## src/rtl/fft2l_pkg.sv

```systemverilog
package fft2l_pkg;
  localparam int unsigned SEQ_MAX_LOG = 9;
  localparam int unsigned SEQ_LOG_W   = 4;

  typedef enum logic [2:0] {
    ST_IDLE,
    ST_LOAD,
    ST_GO,
    ST_WAIT,
    ST_UNLD,
    ST_FIN
  } seq_state_e;
endpackage

```

## src/rtl/fft2l_ctrl.sv

```systemverilog
module fft2l_ctrl
  import fft2l_pkg::*;
#(
  parameter int MAX_LOG = SEQ_MAX_LOG,
  parameter int LOG_W   = SEQ_LOG_W,
  localparam int CNT_W  = MAX_LOG
) (
  input  logic             clk,
  input  logic             rst_n,
  input  logic             start,
  input  logic [LOG_W-1:0] log_n1_in,
  input  logic [LOG_W-1:0] log_n2_in,
  input  logic             eng_done,
  output seq_state_e       state,
  output logic             level,
  output logic [CNT_W-1:0] sub,
  output logic [CNT_W-1:0] idx,
  output logic [LOG_W-1:0] l1,
  output logic [LOG_W-1:0] l2
);
  seq_state_e       state_q, state_d;
  logic             level_q, level_d;
  logic [CNT_W-1:0] sub_q, sub_d, idx_q, idx_d;
  logic [LOG_W-1:0] l1_q, l1_d, l2_q, l2_d;
  logic             adv;

  function automatic logic [LOG_W-1:0] clamp_log(input logic [LOG_W-1:0] v);
    if (v == '0) return LOG_W'(1);
    else if (v > LOG_W'(MAX_LOG)) return LOG_W'(MAX_LOG);
    else return v;
  endfunction

  logic [LOG_W-1:0] pt_len, blk_len;
  logic [CNT_W:0]   pt_span, blk_span;
  logic [CNT_W-1:0] pt_last, blk_last;

  always_comb begin
    pt_len   = level_q ? l2_q : l1_q;
    blk_len  = level_q ? l1_q : l2_q;
    pt_span  = (CNT_W+1)'(1) << pt_len;
    blk_span = (CNT_W+1)'(1) << blk_len;
    pt_last  = CNT_W'(pt_span - 1'b1);
    blk_last = CNT_W'(blk_span - 1'b1);
  end

  always_comb begin
    state_d = state_q;
    level_d = level_q;
    sub_d   = sub_q;
    idx_d   = idx_q;
    l1_d    = l1_q;
    l2_d    = l2_q;
    unique case (state_q)
      ST_IDLE: if (start) begin
        state_d = ST_LOAD;
        level_d = 1'b0;
        sub_d   = '0;
        idx_d   = '0;
        l1_d    = clamp_log(log_n1_in);
        l2_d    = clamp_log(log_n2_in);
      end
      ST_LOAD: begin
        if (idx_q == pt_last) begin
          state_d = ST_GO;
          idx_d   = '0;
        end else begin
          idx_d = idx_q + 1'b1;
        end
      end
      ST_GO:   state_d = ST_WAIT;
      ST_WAIT: if (eng_done) state_d = ST_UNLD;
      ST_UNLD: begin
        if (idx_q == pt_last) begin
          idx_d = '0;
          if (sub_q == blk_last) begin
            sub_d = '0;
            if (level_q) begin
              state_d = ST_FIN;
            end else begin
              level_d = 1'b1;
              state_d = ST_LOAD;
            end
          end else begin
            sub_d   = sub_q + 1'b1;
            state_d = ST_LOAD;
          end
        end else begin
          idx_d = idx_q + 1'b1;
        end
      end
      ST_FIN:  state_d = ST_IDLE;
      default: state_d = ST_IDLE;
    endcase
  end

  assign adv = (state_q != ST_IDLE) || start;

  always_ff @(posedge clk or negedge rst_n) begin
    if (!rst_n) begin
      state_q <= ST_IDLE;
      level_q <= 1'b0;
      sub_q   <= '0;
      idx_q   <= '0;
      l1_q    <= LOG_W'(1);
      l2_q    <= LOG_W'(1);
    end else if (adv) begin
      state_q <= state_d;
      level_q <= level_d;
      sub_q   <= sub_d;
      idx_q   <= idx_d;
      l1_q    <= l1_d;
      l2_q    <= l2_d;
    end
  end

  assign state = state_q;
  assign level = level_q;
  assign sub   = sub_q;
  assign idx   = idx_q;
  assign l1    = l1_q;
  assign l2    = l2_q;
endmodule

```

## src/rtl/fft2l_addr_gen.sv

```systemverilog
module fft2l_addr_gen #(
  parameter int MAX_LOG = 9,
  parameter int LOG_W   = 4,
  localparam int CNT_W  = MAX_LOG,
  localparam int ADDR_W = 2 * MAX_LOG
) (
  input  logic              level,
  input  logic [CNT_W-1:0]  sub,
  input  logic [CNT_W-1:0]  idx,
  input  logic [LOG_W-1:0]  l1,
  input  logic [LOG_W-1:0]  l2,
  output logic [ADDR_W-1:0] rd_addr,
  output logic [ADDR_W-1:0] wr_addr,
  output logic [ADDR_W-1:0] tw_idx,
  output logic [ADDR_W-1:0] addr_mask
);
  logic [ADDR_W-1:0] sub_w, idx_w, prod;
  logic [ADDR_W:0]   full;
  logic [LOG_W:0]    tot_log;

  always_comb begin
    sub_w     = ADDR_W'(sub);
    idx_w     = ADDR_W'(idx);
    tot_log   = {1'b0, l1} + {1'b0, l2};
    full      = (ADDR_W+1)'(1) << tot_log;
    addr_mask = ADDR_W'(full - 1'b1);
    prod      = sub_w * idx_w;
    tw_idx    = prod & addr_mask;
    if (!level) begin
      // column pass: strided gather, in-place scatter
      rd_addr = sub_w + (idx_w << l2);
      wr_addr = sub_w + (idx_w << l2);
    end else begin
      // row pass: contiguous gather, transposed scatter
      rd_addr = (sub_w << l2) + idx_w;
      wr_addr = sub_w + (idx_w << l1);
    end
  end
endmodule

```

## src/rtl/fft2l_seq.sv

```systemverilog
module fft2l_seq
  import fft2l_pkg::*;
#(
  parameter int MAX_LOG  = SEQ_MAX_LOG,
  parameter int LOG_W    = SEQ_LOG_W,
  localparam int CNT_W   = MAX_LOG,
  localparam int ADDR_W  = 2 * MAX_LOG
) (
  input  logic              clk,
  input  logic              rst_n,
  input  logic              start,
  input  logic [LOG_W-1:0]  cfg_log2_n1,
  input  logic [LOG_W-1:0]  cfg_log2_n2,
  input  logic              eng_done,
  output logic              busy,
  output logic              done,
  output logic              mem_rd_en,
  output logic [ADDR_W-1:0] mem_rd_addr,
  output logic              mem_wr_en,
  output logic [ADDR_W-1:0] mem_wr_addr,
  output logic              tw_en,
  output logic [ADDR_W-1:0] tw_idx,
  output logic              eng_go,
  output logic [LOG_W-1:0]  eng_len_log2
);
  seq_state_e        state;
  logic              level;
  logic [CNT_W-1:0]  sub, idx;
  logic [LOG_W-1:0]  l1, l2;
  logic [ADDR_W-1:0] rd_addr, wr_addr, tw_raw, addr_mask;

  fft2l_ctrl #(.MAX_LOG(MAX_LOG), .LOG_W(LOG_W)) u_ctrl (
    .clk       (clk),
    .rst_n     (rst_n),
    .start     (start),
    .log_n1_in (cfg_log2_n1),
    .log_n2_in (cfg_log2_n2),
    .eng_done  (eng_done),
    .state     (state),
    .level     (level),
    .sub       (sub),
    .idx       (idx),
    .l1        (l1),
    .l2        (l2)
  );

  fft2l_addr_gen #(.MAX_LOG(MAX_LOG), .LOG_W(LOG_W)) u_addr (
    .level     (level),
    .sub       (sub),
    .idx       (idx),
    .l1        (l1),
    .l2        (l2),
    .rd_addr   (rd_addr),
    .wr_addr   (wr_addr),
    .tw_idx    (tw_raw),
    .addr_mask (addr_mask)
  );

  always_comb begin
    mem_rd_en    = (state == ST_LOAD);
    mem_wr_en    = (state == ST_UNLD);
    tw_en        = mem_wr_en && !level;
    eng_go       = (state == ST_GO);
    done         = (state == ST_FIN);
    busy         = (state != ST_IDLE) && (state != ST_FIN);
    mem_rd_addr  = rd_addr;
    mem_wr_addr  = wr_addr;
    tw_idx       = tw_raw;
    eng_len_log2 = level ? l2 : l1;
  end
endmodule

```

## config.mk

```make
export PLATFORM = sky130hd
export DESIGN_NAME = fft2l_seq
export DESIGN_NICKNAME = d
export VERILOG_FILES = /design/src/rtl/fft2l_pkg.sv /design/src/rtl/fft2l_ctrl.sv /design/src/rtl/fft2l_addr_gen.sv /design/src/rtl/fft2l_seq.sv
export SDC_FILE = /design/constraint.sdc
export NUM_CORES = 1
export LEC_CHECK = 0
export ABC_CLOCK_PERIOD_IN_PS = 6300
export BUFFER_PORTS_ARGS = -buffer_cell sky130_fd_sc_hd__buf_2
export CAP_MARGIN = 10
export CELL_PAD_IN_SITES_DETAIL_PLACEMENT = 1
export CELL_PAD_IN_SITES_GLOBAL_PLACEMENT = 2
export CORE_MARGIN = 8
export CORE_UTILIZATION = 37
export DETAILED_ROUTE_END_ITERATION = 8
export PLACE_DENSITY = 0.89
export SLEW_MARGIN = 25
export SYNTH_ARGS = -nofsm -noshare
export SYNTH_HDL_FRONTEND = slang
export SYNTH_SLANG_ARGS = --single-unit
```

## constraint.sdc

```tcl
create_clock -name clk -period 6.3 [get_ports clk]
set_clock_uncertainty 0.1 [all_clocks]
set_input_delay 0.315 -clock clk [delete_from_list [all_inputs] [get_ports clk]]
set_output_delay 0.315 -clock clk [all_outputs]
set_load 0.01 [all_outputs]
```

==> metrics.txt, run 1 <==
failing checks hold timing; average routed wire per standard cell 20.25 um; fin crit period 5863 ps; Worst setup EP type output port; synth cell count leaders nand2_1, nor2_1, inv_1, ha_1, o21ai_0; Global Route Usage Sum 0.2104; mean post-synth cell area 7.537 um2; worst-path cell chain buf_4 -> and2_1 -> fa_1 -> fa_1 -> inv_1 -> fa_1 -> fa_1 -> inv_1 -> ha_1 -> a2111oi_1 -> o21ai_0 -> a311oi_1 -> nor2_1 -> o41ai_1 -> xnor2_1 -> a211oi_1 -> buf_2; nets 1362; deepest clock path buffer count 2; CP Class flip-flop to output port; met2 routed WL 14820 um; top layer in use met5; antenna violations before repair 1; PD cells 441.2 nW/um2; clock tree root driver cell clkbuf_16; #FFs+latches synth 30; Fill cells 3062; measured slew at the worst slew-check pin 929.8 ps; crit path DAT 5450 ps; Remaining DRCs 0; gr ovfl total 0; drt first-iter violations 602; WP data required 5880 ps; wire length on met3 1583 um; gpl congestion 0.8885; CP Launch Type flip-flop; Hold WC Path Type input port to asynchronous set/reset pin; Initial Util 0.3730; setup violators final 0; most frequent cell after synthesis nand2_1; final setup TNS 0 ps; largest net degree at the start of global routing 53; CP peak stage delay 590 ps; HPWL Detailed 25050 um; Die Span Y 171.9 um; FF-to-FF Start u_ctrl.l2[0]; ys flop type dfrtp_1; vias 9057; diode count 0; chip width 171.9 um; CTS tree built; CP startpoint u_ctrl.sub[2]; sequential share of the synthesized area 0.08377; Reg clk slew, reported paths 60 ps; vias in the first global route 9262; area added between synthesis and finish 8.670%; Max Slew Vio Count 0; final hold vios 4; final worst path period share 0.9306; Top Ports 76; Worst-Skew Late Latency 290 ps; DRT Pass-1 Iters 5; Metal-1 WL 14250 um; Max VDD drop 0.0001961 V; critical path's top delay family adder cells; cell count after synthesis 1193; number of synthesized flops with an enable pin 0; Post-Syn Area 8991 um2; Yosys top cell by area fa_1; IO buf count 75; status complete, but fails checks; setup slack, reg-to-reg 1270 ps; Peak Freq 170.6 MHz; # rows 57; Num CTS Buffers 5; max_cap viols 0; Yosys top cell area share 0.1202; H-tree depth 2; CP max-delay cell dfrtp_1; die area 29540 um2; floorplan core area 24110 um2; Area after DPL 9617 um2; asr flop ratio synth 1.000; Pleak 4.700 nW; Most common cell on crit path fa_1; worst path bufs/invs 4; syn nets 1333; DRT antenna net count 0; Synth area leaders fa_1, ha_1, dfrtp_1; vias per cell 5.855; Detailed Route WL 31330 um; maximum fanout along the worst path 13; Hold WS -11.85 ps; Distinct cells, synth 82; unrepaired setup endpoints after global routing no; Yosys warnings 0; Rel. slew slack 0.3757; CTS Sinks 30; ratio of cells with drive above 1 in the final layout 0.1480; Finished Cell Area 9771 um2; first-pass GRT wire length 49620 um
registers in the layout, summed over array words and instances, names as in the netlist:
| signal | count |
|---|---|
| u_ctrl.idx | 9 |
| u_ctrl.l1 | 4 |
| u_ctrl.l2 | 4 |
| u_ctrl.level | 1 |
| u_ctrl.state | 3 |
| u_ctrl.sub | 9 |
placed cells by master (no fill, tap or decap), drive strengths merged, types with 27 or more instances in the layout:
| master | n |
|---|---|
| mux2i | 27 |
| dfrtp | 28 |
| buf | 103 |
| nor3 | 34 |
| o21ai | 68 |
| mux2 | 34 |
| nand2 | 114 |
| xnor2 | 32 |
| inv | 96 |
| nor2 | 101 |
| nand3 | 28 |
| xor2 | 32 |
| ha | 74 |
| fa | 54 |
| a21oi | 56 |
| and2 | 59 |
area by class of cell:
class | count | area (um2) | share of cell area
clock buffers | 6 | 138.9 | 0.01421
clock inverters | 2 | 12.51 | 0.001281
inverters | 99 | 371.6 | 0.03803
multi-input cells | 983 | 7501 | 0.7677
flip-flops and latches | 30 | 755.7 | 0.07735
well taps | 324 | 405.4 | 0.04149
repair buffers | 103 | 585.6 | 0.05993
report_power, final:
part           total [mW]  switching [mW]  internal, mW
clock network       0.251          0.0946         0.156
logic                3.61            2.26          1.34
registers           0.454           0.201         0.253
total                4.31            2.56          1.75
final timing paths:
kind                              endpoint  cells after the start
max                             tw_idx[17]                     17
min                        u_ctrl.state[0]                      1
max reg2reg                  u_ctrl.idx[7]                     12
min reg2reg                u_ctrl.state[1]                      2
max in group asynchronous    u_ctrl.idx[1]                      1
min in group clk              u_ctrl.l1[3]                      3
logic make-up after synthesis:
family,Yosys count,synth area share
DFF,30,0.08377
buffers and inverters,180,0.08210
adders and majority gates,128,0.2232
and+or+nand+nor,457,0.2602
xor gates and xnor gates,64,0.06234
muxes,69,0.09268
AOI/OAI and AO/OA,265,0.1957
routing by layer:
layer	global-route usage	vias to the layer above
li1	-	4217
met2	0.3513	247
met1	0.2826	4546
met4	0.04610	2
met3	0.02877	45
met5	0.02257	-
metrics by stage:
stage               cells  power (mW)  utilization  setup WS (ps)  hold WS [ps]
detailed placement   1539       4.015       0.3989          545.6         320.8
global placement     1539       3.935       0.3989          719.9         317.1
global route         1547       4.675       0.4053          86.00         61.51
CTS                  1547       4.285       0.4052          218.0         23.50
finish               1547       4.311       0.4053          437.3        -11.85
floorplan            1193       3.003            -          784.7        -80.59
repair_timing:
item | CTS | global route
buffers inserted | 0 | 0
hold buffers | 0 | 0
resized for setup | 0 | 2
endpoints found under the setup margin | 0 | 1
Power figures use the tool's default switching activity.
==> run 2: changes to the inputs <==
Settings changed: ABC_AREA set to 1, CORE_UTILIZATION 37 to 33, PLACE_DENSITY 0.89 to 0.88.
==> metrics.txt, run 2 <==
final setup margin 748.8 ps (+311.5 ps); Pleak 5.659 nW (+20%); average routed wire per standard cell 17.82 um (-12%); cell count after synthesis 1570 (+32%); first-pass GRT wire length 57200 um (+15%); diode count 0 (unchanged); #FFs+latches synth 30 (unchanged); CP peak stage delay 830 ps (+240 ps); Hold WC Path Type input port to asynchronous set/reset pin; PD cells 438.4 nW/um2 (-0.63%); worst-path cell chain nand2_1 -> fa_1 -> inv_1 -> fa_1 -> inv_1 -> fa_1 -> fa_1 -> inv_1 -> ha_1 -> a21oi_1 -> o21ai_0 -> a21oi_1 -> o21ai_0 -> xnor2_1 -> a21oi_1 -> buf_2; worst path bufs/invs 4 (unchanged); Detailed Route WL 35410 um (+13%); Rel. slew slack 0.2657 (-0.1100); gpl congestion 0.8656 (-2.6%); unrepaired setup endpoints after global routing no; Hold WS -7.992 ps (+3.858 ps); sequential share of the synthesized area 0.08218 (-0.001590); FF-to-FF Start u_ctrl.level; Top Ports 76 (unchanged); Hold Buf Count CTS 0 (unchanged); Yosys top cell area share 0.2072 (+0.08700); CP Launch Type flip-flop; Synth area leaders nand2_1, fa_1, ha_1; most frequent cell after synthesis nand2_1; HPWL Detailed 28910 um (+15%); measured slew at the worst slew-check pin 1090 ps (+160.1 ps); Global Route Usage Sum 0.2144 (+0.004031); Post-CTS Setup Bufs 0 (unchanged); final hold vios 4 (unchanged); Most common cell on crit path fa_1; asr flop ratio synth 1.000 (unchanged); Distinct cells, synth 52 (-37%); gr ovfl total 0 (unchanged); largest net degree at the start of global routing 41 (-23%); Remaining DRCs 0 (unchanged); ratio of cells with drive above 1 in the final layout 0.1001 (-0.04793); vias in the first global route 10560 (+14%); DRT Pass-1 Iters 5 (unchanged); clock tree root driver cell clkbuf_16; setup violators final 0 (unchanged); crit path DAT 5140 ps (-310 ps); setup slack, reg-to-reg 2600 ps (+1330 ps); fin crit period 5551 ps (-311.5 ps); M1 GR Usage 0.2728 (-0.009741); Worst setup EP type output port; syn nets 1710 (+28%); vias 10210 (+13%); failing checks hold timing; Post-CTS Resized 0 (unchanged); Power, Total 4.370 mW (+1.4%); critical path's top delay family adder cells; status complete, but fails checks; gr busiest metal met2; final setup TNS 0 ps (unchanged); Die Span Y 182.7 um (+6.3%); final worst path period share 0.8811 (-0.04945); number of synthesized flops with an enable pin 0 (unchanged); WP data required 5880 ps (about the same); CTS Sinks 30 (unchanged); met3 usage 0.02366 (-0.005104); Peak Freq 180.1 MHz (+5.6%); IO buf count 75 (unchanged); Initial Util 0.3326 (-0.04035); vias per cell 5.138 (-12%); DRT antenna net count 0 (unchanged); CP Class flip-flop to output port; most frequent cells in the layout nand2_1, inv_1, nor2_1, nand3_1, o21ai_0; Max Slew Vio Count 0 (unchanged); # rows 61 (+7.0%); Yosys top cell by area nand2_1; chip width 182.7 um (+6.3%); floorplan core area 27550 um2 (+14%); ys flop type dfrtp_1; die area 33360 um2 (+13%); area added between synthesis and finish 8.751% (about the same); FF-to-FF End u_ctrl.idx[7]; drt first-iter violations 591 (-1.8%); pre-CTS setup slack 1086 ps (+540.3 ps); CP max-delay cell dfrtp_1; nets 1748 (+28%); antenna violations before repair 0 (-1); Fill cells 3829 (+25%); synth cell count leaders nand2_1, inv_1, nor2_1, nand3_1, o21ai_0; worst r2r path cells 20 (+8); Max VDD drop 0.0001433 V (-27%); Reg clk slew, reported paths 60 ps (about the same); max_cap viols 0 (unchanged); Post-Syn Area 9165 um2 (+1.9%); Worst-Skew Late Latency 290 ps (about the same); H-tree depth 2 (unchanged); deepest clock path buffer count 2 (unchanged); GR Layer Usage met2 0.3776 (+0.02625); most common cell after layout, fill and taps aside nand2_1; mean post-synth cell area 5.838 um2 (-23%); Yosys warnings 0 (unchanged); Num CTS Buffers 5 (unchanged); maximum fanout along the worst path 16 (+3); CTS tree built
run 2: through the flow:
step / utilization / hold WS, ps / cells / cell area (um2)
floorplan: - / -80.59 / 1570 / 9165
global placement: 0.3558 / 330.2 / 1979 / 9804
detailed placement: 0.3558 / 330.1 / 1979 / 9804
CTS: 0.3617 / 22.78 / 1987 / 9967
global route: 0.3617 / 59.76 / 1987 / 9967
finish: 0.3617 / -7.992 / 1987 / 9967
run 2: cell families (layout without fill, tap and decap cells):
group                    after synthesis  after routing  synth area share
flip-flops                            30             30           0.08218
adder cells (fa/ha/maj)              128            128            0.2190
AO/OA/AOI/OAI                        225            225            0.1343
multiplexers                           7              7          0.007645
buffers and inverters                317            356            0.1417
XOR/XNOR                              35             35           0.03427
AND/OR/NAND/NOR                      828            828            0.3809
run 2: power breakdown:
group	total [mW]	internal, mW	switching, mW	leakage, nW
Combinational	3.56	1.06	2.50	5.19
Clock	0.280	0.187	0.0936	0.0781
Sequential	0.532	0.258	0.274	0.388
run 2: worst reg2reg max path: cells and delay by family, from the launching register on:
kind | cells | cell delay (ps)
adder cells (fa/ha/maj) | 1 | 310
AND/OR/NAND/NOR | 15 | 1880
buffers and inverters | 3 | 410
flip-flops | 1 | 790
AO/OA/AOI/OAI | 1 | 80
run 2: worst max path at each step:
stage,from,end,slack [ps],cells after the start
after floorplan,u_ctrl.sub[3],tw_idx[17],1490,19
after global placement,u_ctrl.sub[7],tw_idx[12],1200,16
after detailed placement,u_ctrl.sub[7],tw_idx[12],1090,16
after CTS,u_ctrl.sub[7],tw_idx[12],750,16
after global routing,u_ctrl.sub[5],tw_idx[17],510,18
final,u_ctrl.sub[7],tw_idx[12],750,16
run 2: cell type report:
cell class / count / area (um2) / area share
clock buffer: 7 / 132.6 / 0.01331
clock inverter: 1 / 30.03 / 0.003013
inverter: 258 / 975.9 / 0.09792
multi-input combinational: 1223 / 7113 / 0.7137
sequential: 30 / 754.5 / 0.07570
tap: 378 / 473.0 / 0.04745
timing repair buffer: 90 / 488.0 / 0.04896
run 2: routing by layer:
| layer | vias up | wire (um) |
|---|---|---|
| met5 | - | 0 |
| met4 | 0 | 790 |
| met3 | 42 | 1472 |
| met2 | 189 | 17360 |
| met1 | 4981 | 15790 |
| li1 | 4997 | - |
